## src/rtl/e1_irq_pkg.sv

```systemverilog
package e1_irq_pkg;
  localparam int IRQ_N   = 3;
  localparam int IDX_MFB = 0;
  localparam int IDX_TMO = 1;
  localparam int IDX_CAS = 2;
  typedef logic [IRQ_N-1:0] irq_vec_t;
endpackage

```

## src/rtl/e1_mfb_gen.sv

```systemverilog
module e1_mfb_gen #(
  parameter int BPF = 256,
  parameter int FPM = 16
) (
  input  logic clk,
  input  logic rst_n,
  input  logic bit_en,
  input  logic crc_mode,
  output logic mfb_ev
);
  localparam int CRC_LEN = BPF * FPM;
  localparam int DF_LEN  = 2 * BPF;
  localparam int CW      = $clog2(CRC_LEN);

  logic [CW-1:0] cnt_q, cnt_d, last_idx;

  always_comb begin
    last_idx = crc_mode ? CW'(CRC_LEN - 1) : CW'(DF_LEN - 1);
    cnt_d    = cnt_q;
    mfb_ev   = 1'b0;
    if (bit_en) begin
      if (cnt_q >= last_idx) begin
        cnt_d  = '0;
        mfb_ev = 1'b1;
      end else begin
        cnt_d = cnt_q + 1'b1;
      end
    end
  end

  always_ff @(posedge clk or negedge rst_n) begin
    if (!rst_n)      cnt_q <= '0;
    else if (bit_en) cnt_q <= cnt_d;
  end

  AST_MFB_HOLD: assert property (@(posedge clk) disable iff (!rst_n)
    !bit_en |=> $stable(cnt_q));
endmodule

```

## src/rtl/e1_mf_tmo.sv

```systemverilog
module e1_mf_tmo #(
  parameter int TMO_BITS = 16384
) (
  input  logic clk,
  input  logic rst_n,
  input  logic bit_en,
  input  logic mf_enable,
  input  logic bfa_ok,
  input  logic mfa_ok,
  output logic tmo_ev
);
  localparam int CW = $clog2(TMO_BITS);
  localparam logic [CW-1:0] LAST = CW'(TMO_BITS - 1);

  logic          searching;
  logic [CW-1:0] win_q, win_d;

  always_comb begin
    searching = mf_enable && bfa_ok && !mfa_ok;
    win_d     = win_q;
    tmo_ev    = 1'b0;
    if (!searching) begin
      win_d = '0;
    end else if (bit_en) begin
      if (win_q == LAST) begin
        win_d  = '0;
        tmo_ev = 1'b1;
      end else begin
        win_d = win_q + 1'b1;
      end
    end
  end

  always_ff @(posedge clk or negedge rst_n) begin
    if (!rst_n) win_q <= '0;
    else        win_q <= win_d;
  end

  AST_TMO_IDLE_ZERO: assert property (@(posedge clk) disable iff (!rst_n)
    !(mf_enable && bfa_ok && !mfa_ok) |=> (win_q == '0));
endmodule

```

## src/rtl/e1_cas_cmp.sv

```systemverilog
module e1_cas_cmp #(
  parameter int NUM_CH = 16,
  parameter int CAS_W  = 4
) (
  input  logic                    clk,
  input  logic                    rst_n,
  input  logic                    cas_upd,
  input  logic [NUM_CH*CAS_W-1:0] cas_in,
  input  logic                    bfa_ok,
  input  logic                    ts16_sync,
  output logic                    cas_ev
);
  localparam int SW = NUM_CH * CAS_W;

  logic [SW-1:0]     prev_q;
  logic [NUM_CH-1:0] ch_diff;

  for (genvar i = 0; i < NUM_CH; i++) begin : g_ch
    assign ch_diff[i] = (cas_in[i*CAS_W +: CAS_W] != prev_q[i*CAS_W +: CAS_W]);
  end

  always_comb begin
    cas_ev = cas_upd && (|ch_diff) && bfa_ok && ts16_sync;
  end

  always_ff @(posedge clk or negedge rst_n) begin
    if (!rst_n)       prev_q <= '0;
    else if (cas_upd) prev_q <= cas_in;
  end

  AST_CAS_STORED: assert property (@(posedge clk) disable iff (!rst_n)
    cas_upd |=> (prev_q == $past(cas_in)));
endmodule

```

## src/rtl/e1_irq_stat.sv

```systemverilog
module e1_irq_stat
  import e1_irq_pkg::*;
(
  input  logic     clk,
  input  logic     rst_n,
  input  irq_vec_t ev,
  input  logic     rd_clr,
  input  irq_vec_t mask,
  output irq_vec_t stat,
  output logic     irq
);
  irq_vec_t st_q, st_d;

  for (genvar i = 0; i < IRQ_N; i++) begin : g_bit
    always_comb st_d[i] = (st_q[i] && !rd_clr) || ev[i];
    always_ff @(posedge clk or negedge rst_n) begin
      if (!rst_n) st_q[i] <= 1'b0;
      else        st_q[i] <= st_d[i];
    end
  end

  assign stat = st_q;
  assign irq  = |(st_q & mask);

  AST_STICKY: assert property (@(posedge clk) disable iff (!rst_n)
    !rd_clr |=> ((st_q & $past(st_q)) == $past(st_q)));
  AST_MASK_ALL_OFF: assert property (@(posedge clk) disable iff (!rst_n)
    (mask == '0) |-> !irq);
endmodule

```

## src/rtl/e1_mfstat_irq.sv

```systemverilog
module e1_mfstat_irq
  import e1_irq_pkg::*;
#(
  parameter int BPF      = 256,
  parameter int FPM      = 16,
  parameter int TMO_BITS = 16384,
  parameter int NUM_CH   = 16,
  parameter int CAS_W    = 4
) (
  input  logic                    clk,
  input  logic                    rst_n,
  input  logic                    bit_en,
  input  logic                    crc_mode,
  input  logic                    mf_enable,
  input  logic                    bfa_ok,
  input  logic                    mfa_ok,
  input  logic                    ts16_sync,
  input  logic                    cas_upd,
  input  logic [NUM_CH*CAS_W-1:0] cas_in,
  input  logic                    rd_clr,
  input  logic [IRQ_N-1:0]        irq_mask,
  output logic [IRQ_N-1:0]        irq_stat,
  output logic                    irq
);
  logic     rst_meta_n, rst_s_n;
  irq_vec_t ev;

  always_ff @(posedge clk or negedge rst_n) begin
    if (!rst_n) begin
      rst_meta_n <= 1'b0;
      rst_s_n    <= 1'b0;
    end else begin
      rst_meta_n <= 1'b1;
      rst_s_n    <= rst_meta_n;
    end
  end

  e1_mfb_gen #(.BPF(BPF), .FPM(FPM)) u_mfb (
    .clk(clk), .rst_n(rst_s_n), .bit_en(bit_en), .crc_mode(crc_mode),
    .mfb_ev(ev[IDX_MFB])
  );

  e1_mf_tmo #(.TMO_BITS(TMO_BITS)) u_tmo (
    .clk(clk), .rst_n(rst_s_n), .bit_en(bit_en), .mf_enable(mf_enable),
    .bfa_ok(bfa_ok), .mfa_ok(mfa_ok), .tmo_ev(ev[IDX_TMO])
  );

  e1_cas_cmp #(.NUM_CH(NUM_CH), .CAS_W(CAS_W)) u_cas (
    .clk(clk), .rst_n(rst_s_n), .cas_upd(cas_upd), .cas_in(cas_in),
    .bfa_ok(bfa_ok), .ts16_sync(ts16_sync), .cas_ev(ev[IDX_CAS])
  );

  e1_irq_stat u_stat (
    .clk(clk), .rst_n(rst_s_n), .ev(ev), .rd_clr(rd_clr),
    .mask(irq_mask), .stat(irq_stat), .irq(irq)
  );

  AST_MFB_ON_TICK: assert property (@(posedge clk) disable iff (!rst_s_n)
    $rose(irq_stat[IDX_MFB]) |-> $past(bit_en));
  AST_TMO_ONLY_SEARCH: assert property (@(posedge clk) disable iff (!rst_s_n)
    $rose(irq_stat[IDX_TMO]) |-> $past(mf_enable && bfa_ok && !mfa_ok));
  AST_CAS_IN_SYNC: assert property (@(posedge clk) disable iff (!rst_s_n)
    $rose(irq_stat[IDX_CAS]) |-> $past(cas_upd && bfa_ok && ts16_sync));
endmodule

```

## config.mk

```make
export PLATFORM = sky130hd
export DESIGN_NAME = e1_mfstat_irq
export DESIGN_NICKNAME = d
export VERILOG_FILES = /design/src/rtl/e1_irq_pkg.sv /design/src/rtl/e1_mfb_gen.sv /design/src/rtl/e1_mf_tmo.sv /design/src/rtl/e1_cas_cmp.sv /design/src/rtl/e1_irq_stat.sv /design/src/rtl/e1_mfstat_irq.sv
export SDC_FILE = /design/constraint.sdc
export NUM_CORES = 1
export LEC_CHECK = 0
export ABC_AREA = 1
export BUFFER_PORTS_ARGS = -buffer_cell sky130_fd_sc_hd__buf_2
export CAP_MARGIN = 20
export CORE_MARGIN = 1
export CORE_UTILIZATION = 25
export DETAILED_ROUTE_END_ITERATION = 6
export PLACE_DENSITY = 0.46
export SYNTH_ARGS = -nofsm -noshare
export SYNTH_HDL_FRONTEND = slang
export SYNTH_SLANG_ARGS = --single-unit
```

## constraint.sdc

```tcl
create_clock -name clk -period 3.3 [get_ports clk]
set_input_delay 0.66 -clock clk [delete_from_list [all_inputs] [get_ports clk]]
set_output_delay 0.66 -clock clk [all_outputs]
set_load 0.03 [all_outputs]
```

==> summary.txt <==
Outcome
  • Run status: finished, final reports clean

Pwr
  • Pwr dens: 443.1 nW/um2
  • Share of power burned in registers: 49.5%
  • Switching share of power: 28.23%
  • Power Internal: 0.001976 W
  • Clock share of power: 35.4%
  • Static leakage: 3.365 nW
  • Worst ir drop on vdd: 0.2352 mV
  • Psw: 0.0007770 W
  • Combinational power share: 15.0%

Detailed routing
  • Vias/cell: 3.895
  • DRC violations left: 0
  • Remaining antenna violation count: 0
  • DR WL/cell: 10.05 um
  • DR pass1 iterations: 4
  • Starting DRT DRC Count: 121
  • Via count: 4253
  • Final wirelength: 10980 um

Synthesis
  • Top-area cell type share of the netlist area: 45.49%
  • Cell area after synthesis: 5226 um2
  • Synth Net Count: 820
  • Distinct cells, synth: 31
  • Top post-synthesis cells by count: nand2_1, inv_1, dfrtp_1
  • Area contributors post-synth: dfrtp_1, nand2_1, inv_1
  • Avg Cell Area, Syn: 7.082 um2
  • Post-synth EDFFs: 0
  • Count leader, synth: nand2_1
  • Gate Count Post-Synth: 738
  • Sequential area share after synthesis: 45.49%
  • #FFs+latches synth: 95
  • Main synth FF type: dfrtp_1
  • Area leader, netlist: dfrtp_1
  • Async set-reset flop share out of synthesis: 100.0%
  • Syn. warnings: 0

Floorplan
  • Total core area: 20360 um2
  • Vert. Die Dim: 146.6 um
  • Chip width: 146.6 um
  • Row cnt: 52
  • I/O pin total: 81
  • Die Area: 21490 um2
  • Starting Density: 25.66%

Clock network
  • CTS Buffer Depth: 2
  • Worst-path clk slew: 0.07 ns
  • CTS tree: done
  • CTS sink cnt: 95
  • Post-CTS setup buffer count: 0
  • Resized cells post-CTS: 0
  • CTS buffer count: 9
  • H-tree depth: 3
  • Clk root buf: clkbuf_16
  • Worst skew pair latency: 0.34 ns
  • Hold Buf Count CTS: 0

Global route
  • Largest net degree at the start of global routing: 67
  • Gr usage total: 11.17%
  • Initial antenna violation count: 2
  • Residual overflow from global routing: 0
  • Vias in the first global route: 3987
  • First-pass GRT wire length: 18990 um

Setup path
  • CP top delay family: flip-flops
  • Worst path arrival time: 1.04 ns
  • Reg2Reg Depth: 8
  • Critical Path Fanout Max: 3
  • WP data required: 2.64 ns
  • Crit. End Element: output port
  • FF-to-FF setup slack: 1.64 ns
  • CP Buf/Inv Count: 1
  • CP Launch Type: register
  • CP max-delay cell: dfrtp_1
  • RR Startpoint: u_mfb.cnt_q[9]
  • Worst path max stage delay: 0.39 ns
  • Crit Path Category: reg2out
  • Worst-path cell chain: nand2_1 -> nand3_1 -> buf_2
  • R2r endpoint: u_mfb.cnt_q[11]

Timing
  • Final Max Tran Viols: 0
  • Worst Max-Slew Pin Slew: 0.6775 ns
  • Min Tclk post-route: 1.705 ns
  • RSZ-0062 raised after global routing: false
  • Final Hold Vio Count: 0
  • Clk_skew: 0.004146 ns
  • Post-route clock period utilization: 51.66%
  • Rel. slew slack: 54.83%
  • # setup viols final: 0
  • F_max: 586.5 MHz
  • Setup TNS: 0 ns

Placed design
  • Final GP Congestion: 0.7527
  • I/O Buffers: 80
  • Hpwl dp: 8079 um

Finish
  • # diodes: 0
  • Util after Layout: 30.51%
  • Nets@finish: 901
  • Layout cells sized above 1: 14.11%
  • Synthesis-to-finish area growth: 18.89%

Hold path
  • Hold Path Class: in2async

Flow run
  • Max-cap viol count: 0
==> placed cells by master, fill, tap and decap left out, types with 2 or more instances in the layout <==
cell type	synthesis	final
nand2_1	279	279
inv_1	129	129
dfrtp_1	95	94
buf_2	3	79
nor2_1	76	76
o21ai_0	61	61
xor2_1	20	20
nand3_1	14	14
mux2_2	10	10
clkbuf_16	0	9
a21oi_1	6	6
ha_1	5	5
nand4_1	4	4
nor3_1	4	4
buf_4	0	4
nor2_4	2	2
nor2_2	2	2
nand3b_1	2	2
xnor2_1	2	2
clkbuf_1	11	2
clkinv_2	0	2
==> layer usage <==
layer / GRT usage, % / up-vias / routed length (um)
met5: 0 / - / 31
li1: - / 2377 / -
met1: 15.49 / 1798 / 5697
met4: 4.844 / 4 / 204
met2: 16.68 / 56 / 4673
met3: 2.313 / 18 / 369
==> final cells by class <==
class | count | area, um2
clock buffers | 12 | 246.5
clock inverters | 2 | 10.01
multi-input cells | 499 | 2305
fillers | 2207 | 14150
repair buffers | 84 | 445.4
well taps | 270 | 337.8
flip-flops and latches | 95 | 2381
inverters | 130 | 488.0
==> cell families (layout without fill, tap and decap cells) <==
| group | Yosys count | after routing | synth area share, % |
|---|---|---|---|
| AND/OR/NAND/NOR | 389 | 389 | 29.66 |
| buffers and inverters | 144 | 228 | 10.41 |
| flip-flops | 95 | 95 | 45.49 |
| AO/OA/AOI/OAI | 72 | 72 | 7.326 |
| XOR/XNOR | 22 | 22 | 3.687 |
| multiplexers | 10 | 10 | 2.155 |
| adder cells (fa/ha/maj) | 5 | 5 | 1.197 |
| other | 1 | 1 | 0.07175 |
==> sequential cells by signal, indices dropped and copies added, names as in the netlist <==
signal	cells
u_cas.prev_q	64
u_tmo.win_q	14
u_mfb.cnt_q	12
rst_s_n	1
u_stat.stat	3
rst_meta_n	1
==> power by group through the flow <==
stage / Sequential [W] / Combinational, W / Clock, W
3_5_place_dp: 0.00138 / 0.000424 / 0
6_report: 0.00136 / 0.000414 / 0.000976
2_1_floorplan: 0.00138 / 0.000289 / 0
3_3_place_gp: 0.00139 / 0.000422 / 0
5_1_grt: 0.00138 / 0.000501 / 0.00106
4_1_cts: 0.00136 / 0.000424 / 0.00102
==> how the worst max path moves through the flow <==
stage                      end      startpoint  cells after the start
3_5_place_dp    u_mfb.cnt_q[6]        crc_mode                     10
3_3_place_gp    u_mfb.cnt_q[2]        crc_mode                     10
5_1_grt         u_mfb.cnt_q[6]  u_mfb.cnt_q[9]                      8
4_1_cts                    irq  u_stat.stat[0]                      3
6_report                   irq  u_stat.stat[0]                      3
2_1_floorplan  u_cas.prev_q[0]         rst_s_n                      0
==> worst register-to-register path: cells and delay by family (launching register included) <==
family,cells,cell delay [ns]
buffers and inverters,1,0.06
and+or+nand+nor,6,0.74
DFF,1,0.43
adders and majority gates,1,0.30
==> per-stage QoR <==
stage          std cells  total power (W)  setup slack [ns]  hold slack (ns)  cell area [um2]
2_1_floorplan        738         0.001665            0.4579           0.3312             5226
3_3_place_gp        1078         0.001809             1.253           0.3373             5957
3_5_place_dp        1078         0.001808             1.227           0.3362             5957
4_1_cts             1092         0.002811             1.567          0.06388             6213
5_1_grt             1092         0.002937             1.317          0.07174             6213
6_report            1092         0.002753             1.595          0.08417             6213
No activity file was read; power rests on OpenSTA's default activity.
